`config.mk`:
```
export PLATFORM = sky130hd
export DESIGN_NAME = ext_irq_ctrl
export DESIGN_NICKNAME = d
export VERILOG_FILES = /design/src/rtl/ext_irq_pkg.sv /design/src/rtl/ext_irq_chan.sv /design/src/rtl/ext_irq_regs.sv /design/src/rtl/ext_irq_ctrl.sv
export SDC_FILE = /design/constraint.sdc
export NUM_CORES = 1
export LEC_CHECK = 0
export CORE_MARGIN = 2
export CORE_UTILIZATION = 42
export DETAILED_ROUTE_END_ITERATION = 10
export PLACE_DENSITY = 0.7
export SKIP_CTS_REPAIR_TIMING = 1
export SLEW_MARGIN = 20
export SYNTH_ARGS = -nofsm -noshare
export SYNTH_HDL_FRONTEND = slang
export SYNTH_SLANG_ARGS = --single-unit
```
`constraint.sdc`:
```
create_clock -name clk -period 5.1 [get_ports clk]
set_input_delay 0.51 -clock clk [delete_from_list [all_inputs] [get_ports clk]]
set_output_delay 0.51 -clock clk [all_outputs]
set_load 0.02 [all_outputs]
```
`src/rtl/ext_irq_pkg.sv`:
```
package ext_irq_pkg;
  localparam int ADDR_W = 12;
  localparam int DATA_W = 32;
  localparam int SNS_W  = 6;

  localparam logic [ADDR_W-1:0] OFF_REQ   = 12'h000;
  localparam logic [ADDR_W-1:0] OFF_ENCLR = 12'h004;
  localparam logic [ADDR_W-1:0] OFF_ENSET = 12'h008;
  localparam logic [ADDR_W-1:0] OFF_DET   = 12'h100;
  localparam logic [ADDR_W-1:0] OFF_CFG   = 12'h180;

  localparam logic [SNS_W-1:0] SNS_LVL_LO = 6'h01;
  localparam logic [SNS_W-1:0] SNS_LVL_HI = 6'h02;
  localparam logic [SNS_W-1:0] SNS_FALL   = 6'h04;
  localparam logic [SNS_W-1:0] SNS_RISE   = 6'h08;
  localparam logic [SNS_W-1:0] SNS_BOTH   = 6'h0C;
endpackage

```
`src/rtl/ext_irq_chan.sv`:
```
module ext_irq_chan
  import ext_irq_pkg::*;
(
  input  logic             clk,
  input  logic             rst,
  input  logic             pin,
  input  logic [SNS_W-1:0] mode,
  input  logic             clr,
  output logic             det
);
  logic s1_q, s2_q, s3_q;
  logic rise, fall, hit;

  always_ff @(posedge clk) begin
    if (rst) begin
      s1_q <= 1'b0;
      s2_q <= 1'b0;
      s3_q <= 1'b0;
    end else begin
      s1_q <= pin;
      s2_q <= s1_q;
      s3_q <= s2_q;
    end
  end

  assign rise = s2_q & ~s3_q;
  assign fall = ~s2_q & s3_q;

  always_comb begin
    case (mode)
      SNS_LVL_LO: hit = ~s2_q;
      SNS_LVL_HI: hit = s2_q;
      SNS_FALL:   hit = fall;
      SNS_RISE:   hit = rise;
      SNS_BOTH:   hit = rise | fall;
      default:    hit = 1'b0;
    endcase
  end

  // a fresh event outranks a clear on the same edge
  always_ff @(posedge clk) begin
    if (rst)      det <= 1'b0;
    else if (hit) det <= 1'b1;
    else if (clr) det <= 1'b0;
  end
endmodule

```
`src/rtl/ext_irq_regs.sv`:
```
module ext_irq_regs
  import ext_irq_pkg::*;
#(
  parameter int NCH = 32
) (
  input  logic                 clk,
  input  logic                 rst,
  input  logic [ADDR_W-1:0]    addr,
  input  logic                 we,
  input  logic [DATA_W-1:0]    wdata,
  input  logic [NCH-1:0]       det,
  output logic [NCH-1:0]       en,
  output logic [NCH*SNS_W-1:0] cfg_flat,
  output logic [NCH-1:0]       clr,
  output logic [DATA_W-1:0]    rdata
);
  logic [DATA_W-1:0] rd_next;
  logic [NCH-1:0]    wmask;

  assign wmask = wdata[NCH-1:0];

  always_ff @(posedge clk) begin
    if (rst) en <= '0;
    else if (we && addr == OFF_ENSET) en <= en | wmask;
    else if (we && addr == OFF_ENCLR) en <= en & ~wmask;
  end

  for (genvar n = 0; n < NCH; n++) begin : g_cfg
    localparam logic [ADDR_W-1:0] CFG_A = OFF_CFG + ADDR_W'(4 * n);
    always_ff @(posedge clk) begin
      if (rst) cfg_flat[n*SNS_W +: SNS_W] <= '0;
      else if (we && addr == CFG_A) cfg_flat[n*SNS_W +: SNS_W] <= wdata[SNS_W-1:0];
    end
  end

  assign clr = (we && addr == OFF_DET) ? wmask : '0;

  always_comb begin
    rd_next = '0;
    if (addr == OFF_REQ)                           rd_next = DATA_W'(det & en);
    else if (addr == OFF_ENCLR || addr == OFF_ENSET) rd_next = DATA_W'(en);
    else if (addr == OFF_DET)                      rd_next = DATA_W'(det);
    else begin
      for (int n = 0; n < NCH; n++) begin
        if (addr == OFF_CFG + ADDR_W'(4 * n))
          rd_next = DATA_W'(cfg_flat[n*SNS_W +: SNS_W]);
      end
    end
  end

  always_ff @(posedge clk) begin
    if (rst) rdata <= '0;
    else     rdata <= rd_next;
  end
endmodule

```
`src/rtl/ext_irq_ctrl.sv`:
```
module ext_irq_ctrl
  import ext_irq_pkg::*;
#(
  parameter int NCH = 32
) (
  input  logic              clk,
  input  logic              rst,
  input  logic [11:0]       bus_addr,
  input  logic              bus_we,
  input  logic [31:0]       bus_wdata,
  output logic [31:0]       bus_rdata,
  input  logic [NCH-1:0]    pin_in,
  output logic [NCH-1:0]    irq_out
);
  logic [NCH-1:0]       en_q;
  logic [NCH-1:0]       det_q;
  logic [NCH-1:0]       clr_w;
  logic [NCH*SNS_W-1:0] cfg_flat;

  ext_irq_regs #(.NCH(NCH)) regs_i (
    .clk      (clk),
    .rst      (rst),
    .addr     (bus_addr),
    .we       (bus_we),
    .wdata    (bus_wdata),
    .det      (det_q),
    .en       (en_q),
    .cfg_flat (cfg_flat),
    .clr      (clr_w),
    .rdata    (bus_rdata)
  );

  for (genvar n = 0; n < NCH; n++) begin : g_ch
    ext_irq_chan chan_i (
      .clk  (clk),
      .rst  (rst),
      .pin  (pin_in[n]),
      .mode (cfg_flat[n*SNS_W +: SNS_W]),
      .clr  (clr_w[n]),
      .det  (det_q[n])
    );
  end

  assign irq_out = det_q & en_q;
endmodule

```
### Word-level counts from Yosys, hierarchy flattened

Cells that the tools add are included.

| operators by class | value |
|---|---|
| equality and inequality tests | 195 |
| muxes and demuxes | 134 |
| bitwise gates (word level) | 164 |
| reductions and logical operators | 70 |

Operators by type and width:

| cell | number |
|---|---|
| $eq A12 B9 Y1 const B | 33 |
| $eq A6 B4 Y1 const B | 64 |
| $eq A6 B1 Y1 const B | 32 |
| $eq A6 B2 Y1 const B | 32 |
| $eq A6 B3 Y1 const B | 32 |
| $mux W32 | 6 |
| $mux W6 | 32 |
| $pmux W1 S5 | 32 |
| $reduce_bool A2 Y1 | 33 |
| $and A1 B1 Y1 | 64 |
| $and A32 B32 Y32 | 2 |
| $mux W1 | 64 |
| $not A1 Y1 | 64 |
| $logic_and A1 B1 Y1 | 35 |
| $not A32 Y32 | 1 |
| $or A1 B1 Y1 | 32 |
| $or A32 B32 Y32 | 1 |
| $eq A12 B3 Y1 const B | 1 |
| $eq A12 B4 Y1 const B | 1 |
| $logic_not A12 Y1 | 1 |
| $logic_or A1 B1 Y1 | 1 |

| storage, ports and cells | value |
|---|---|
| register bits after elaboration | 384 |
| bits of input ports | 79 |
| output and inout bits | 64 |
| word-level logic and storage cells | 725 |

### Longest topological paths before layout

| logic depth | value |
|---|---|
| depth in word-level cells | 36 |
| gate-level depth with buffers | 11 |
| depth with buffers taken out | 8 |

### Modules after synthesis

Synthesis repeated with hierarchy kept, for this count alone.

| unflattened totals | value |
|---|---|
| cells, all modules | 2231 |
| area total of the unflattened synthesis | 19725.2 um2 |

Modules (own cells, without submodules):

| module | instances | cells an instance | area each (um2) | seq. area each (um2) |
|---|---|---|---|---|
| ext_irq_regs | 1 | 1527 | 12117.9 | 5124.9 |
| ext_irq_chan | 32 | 21 | 231.5 | 80.1 |
| ext_irq_ctrl | 1 | 32 | 200.2 | 0.0 |

### Worst setup path after synthesis

Ideal clock, no wire load.

| path | value |
|---|---|
| path type | input to register |
| start point | in bus_addr[0] |
| end point | reg regs_i.rdata[1] |
| setup time | 116 ps |
| data arrival time | 2286 ps |
| data required time | 4984 ps |
| setup slack | 2697 ps |
| cell stages on the path | 9 |
| buffers on the path | 3 |
| cells stage by stage | buf_4 > or4_1 > buf_2 > buf_2 > o21ai_0 > a21oi_1 > o31a_1 > o21a_1 > o211a_1 |

| on the way | value |
|---|---|
| word-level cells in the longest chain between the ends | 36 |
| elaborated cells between the ends (all ways) | 72 |
| those cells by class | 35 x eq/ne; 35 x mux; 2 x reduce/logical |

Ends and longest elaborated chain:

| element | RTL line | source |
|---|---|---|
| start: declaration | ext_irq_ctrl.sv:8 | `input logic [11:0] bus_addr,` |
| $eq A12 B9 Y1 | ext_irq_regs.sv:45 | `if (addr == OFF_CFG + ADDR_W'(4 * n))` |
| $mux W6 (32 in series) | ext_irq_regs.sv:45 |  |
| $mux W32 | ext_irq_regs.sv:42 | `else if (addr == OFF_DET) rd_next = DATA_W'(det);` |
| $mux W32 | ext_irq_regs.sv:41 | `else if (addr == OFF_ENCLR \|\| addr == OFF_ENSET) rd_next = DATA_W'(en);` |
| $mux W32 * | ext_irq_regs.sv:40 | `if (addr == OFF_REQ) rd_next = DATA_W'(det & en);` |
| end signal: assignment | ext_irq_regs.sv:53 | `else rdata <= rd_next;` |
| end: declaration | ext_irq_regs.sv:15 | `output logic [DATA_W-1:0] rdata` |

Every way passes the cells marked *; elsewhere a longest branch is shown, timed or not.
A chain may end at the register's enable or synchronous reset.

==> summary.md <==
| Metric | Value |
|---|---|
| Metal2 WL | 27200 µm |
| Placed insts | 2982 |
| Vias | 18.0k |
| Commonest non-fill, non-tap cells in the layout | 384 x dfxtp_1, 328 x nand2_1, 317 x a21oi_1, 206 x nor2_1, 182 x nand3_1 |
| Hpwl dp | 41100 µm |
| M1 WL | 26500 µm |
| Worst IR Drop VDD | 179 µV |
| # diodes | 0 |
| WL/cell | 19.8 µm |
| Worst setup margin | 1.59 ns |
| Hold Crit Class | register to register |
| Drc violations | 0 |
| Status | completed |
| Crit end category | register |
| GPL Wtd Cong | 0.933 |
| Clock power frac | 49.1% |
| PD cells | 303 nW/µm² |
| Met3 WL | 5170 µm |
| Tightest Pin Transition | 1.18 ns |
| Clk_lat worst skew | 0.57 ns |
| Relative max-transition margin | 21.0% |
| Detail Route Antenna Nets | 0 |
| Setup TNS | 0 ns |
| Num rows | 77 |
| Reg clk slew, reported paths | 0.06 ns |
| Clock tree from TritonCTS | yes |
| Fin Clk Skew | 0.0209 ns |
| Initial Util | 42.5% |
| Die height | 216 µm |
| Sink Count | 384 |
| Fin Hold WS | 0.433 ns |
| Final instance area | 22000 µm² |
| Vias in the first global route | 16.9k |
| Mapped Area | 18800 µm² |
| Register Area | 7690 µm² |
| Sequential area share after synthesis | 40.9% |
| Largest net degree at the start of global routing | 167 |
| Pre-CTS setup slack | 1.21 ns |
| Gate Count Post-Synth | 2378 |
| First-pass DRT Iterations | 6 |
| Die area | 46500 µm² |
| Core area | 44200 µm² |
| Final #Nets | 2577 |
| H-Tree Depth | 2 |
| Max-Cap Viols | 0 |
| Final worst-path cycle share | 68.8% |
| Cell Area, Placed | 20500 µm² |
| Final hold viol count | 0 |
| Cell variety after synth | 82 |
| Comb power frac | 5.2% |
| Highest metal layer with signal wires | met5 |
| Yosys warns | 0 |
| CP max FO | 28 |
| Layout cells sized above 1 | 6.04% |
| Most common cell after layout, fill and taps aside | dfxtp_1 |
| Main synth FF type | dfxtp_1 |
| WHS Path Cells | 1 |
| CP Launch Type | input pin |
| Max-slew violation count | 0 |
| Post-synth EDFFs | 0 |
| Net Count, Synth | 2521 |
| Max Buffers Root-to-Sink | 3 |
| Min Tclk post-route | 3.51 ns |
| Total Routing Usage GR | 25.4% |
| # IOs | 143 |
| Reg2reg path depth | 6 |
| Synth-to-Final Area Change | 17.2% |
| Part of the power in registers | 45.6% |
| Final WL | 60500 µm |
| Grt ovf | 0 |
| First-pass GRT wire length | 94700 µm |
| Initial antenna violation count | 1 |
| Switching portion of total power | 22.5% |
| Async set-reset flop share out of synthesis | 0% |
| Multi-input logic area | 10100 µm² |
| Die span in x | 216 µm |
| Root Driver | clkbuf_16 |
| Crit path kind | input pin to register |
| Worst endpoint required time | 5.57 ns |
| Seq cells post-synth | 384 |
| Syn_area_per_cell | 7.91 µm² |
| CTS buffer count | 42 |
| Routed vias/inst | 5.89 |
| RSZ-0062 raised after global routing | no |
| Final setup vio count | 0 |
| PortBufs | 142 |
| Filler Cells Inserted | 4180 |
| P_int | 5.18 mW |
| Net Sw Power | 1.50 mW |
| First DRT Iteration DRCs | 2099 |
| Pleak | 7.86 nW |
| Critical path arrival | 3.97 ns |
| Fmax achieved | 0.285 GHz |
| Post-route insts no fill | 3057 |
[sequential cells by signal, indices dropped and copies added, names as in the netlist, named ones only]
register and flops:
g_ch.chan_i.s3_q 32, regs_i.rdata 32, g_ch.chan_i.s2_q 32, g_ch.chan_i.s1_q 32
regs_i.cfg_flat 192, g_ch.chan_i.det 32
[worst max-delay path, stage by stage]
cell	delay, ns
clkdlybuf4s50_1	0.93
nor4_2	0.76
nand3_1	0.29
nor3_1	0.38
and2_1	0.30
buf_4	0.39
a21oi_1	0.12
a211oi_1	0.25
[power by group through the flow]
stage | sequential, mW | combinational (mW) | clock, mW
finish | 3.05 | 0.350 | 3.28
floorplan | 3.11 | 0.201 | 0
global placement | 3.11 | 0.335 | 0
CTS | 3.05 | 0.344 | 3.33
global route | 3.05 | 0.375 | 3.45
detailed placement | 3.12 | 0.341 | 0
[cells by family after synthesis]
kind of cell / after synthesis / share of synthesized area, %
and+or+nand+nor: 1025 / 26.5
AOI/OAI and AO/OA: 614 / 20.0
DFF: 384 / 40.9
buffers and inverters: 239 / 5.37
adders and majority gates: 64 / 4.26
muxes: 52 / 2.92
[area by class of cell]
cell class / count / area share [%]
Clock buffer: 64 / 5.96
Clock inverter: 11 / 0.880
Inverter: 72 / 1.23
Multi-Input combinational cell: 1755 / 46.0
Sequential cell: 384 / 34.9
Tap cell: 592 / 3.36
Timing Repair Buffer: 179 / 7.71
[routing by layer]
layer,GRT usage (%),vias up
li1,-,8528
met1,34.5,8542
met2,40.7,802
met3,4.41,121
met4,8.41,2
met5,0,-
[metrics by stage]
stage	utilization, %	power [mW]
global placement	46.4	3.45
global route	49.9	6.88
detailed placement	46.4	3.46
floorplan	-	3.31
finish	49.9	6.68
CTS	49.9	6.72
[Yosys cell counts, types with 8 or more instances]
master     number  share of area, %
dfxtp_1       384                41
nand2_1       328               6.5
a21oi_1       317               8.4
nor2_1        206               4.1
nand3_1       182               4.8
clkbuf_1      106               2.1
inv_1          72               1.4
nor2b_1        68               2.3
ha_1           64               4.3
nor3_1         60               1.6
o21ai_0        56               1.5
mux2i_1        47               2.5
nor4_1         44               1.5
a211oi_1       43               1.7
buf_2          41               1.1
nand2b_1       40               1.3
a22oi_1        38               1.5
and2_1         35               1.2
a21o_1         34               1.4
a2111oi_0      32               1.5
o22ai_1        22              0.73
buf_1           9              0.18
nor3_2          9              0.48
a31oi_1         8              0.27
o211ai_1        8              0.32
[worst paths after layout]
check | slack (ns) | startpoint | to
max | 1.59 | bus_addr[4] | register
min | 0.43 | g_ch[29].chan_i.s1_q | g_ch[29].chan_i.s2_q
max reg2reg | 3.02 | g_ch[29].chan_i.s3_q | g_ch[29].chan_i.det
min reg2reg | 0.43 | g_ch[29].chan_i.s1_q | g_ch[29].chan_i.s2_q
No activity file was read; power rests on OpenSTA's default activity.
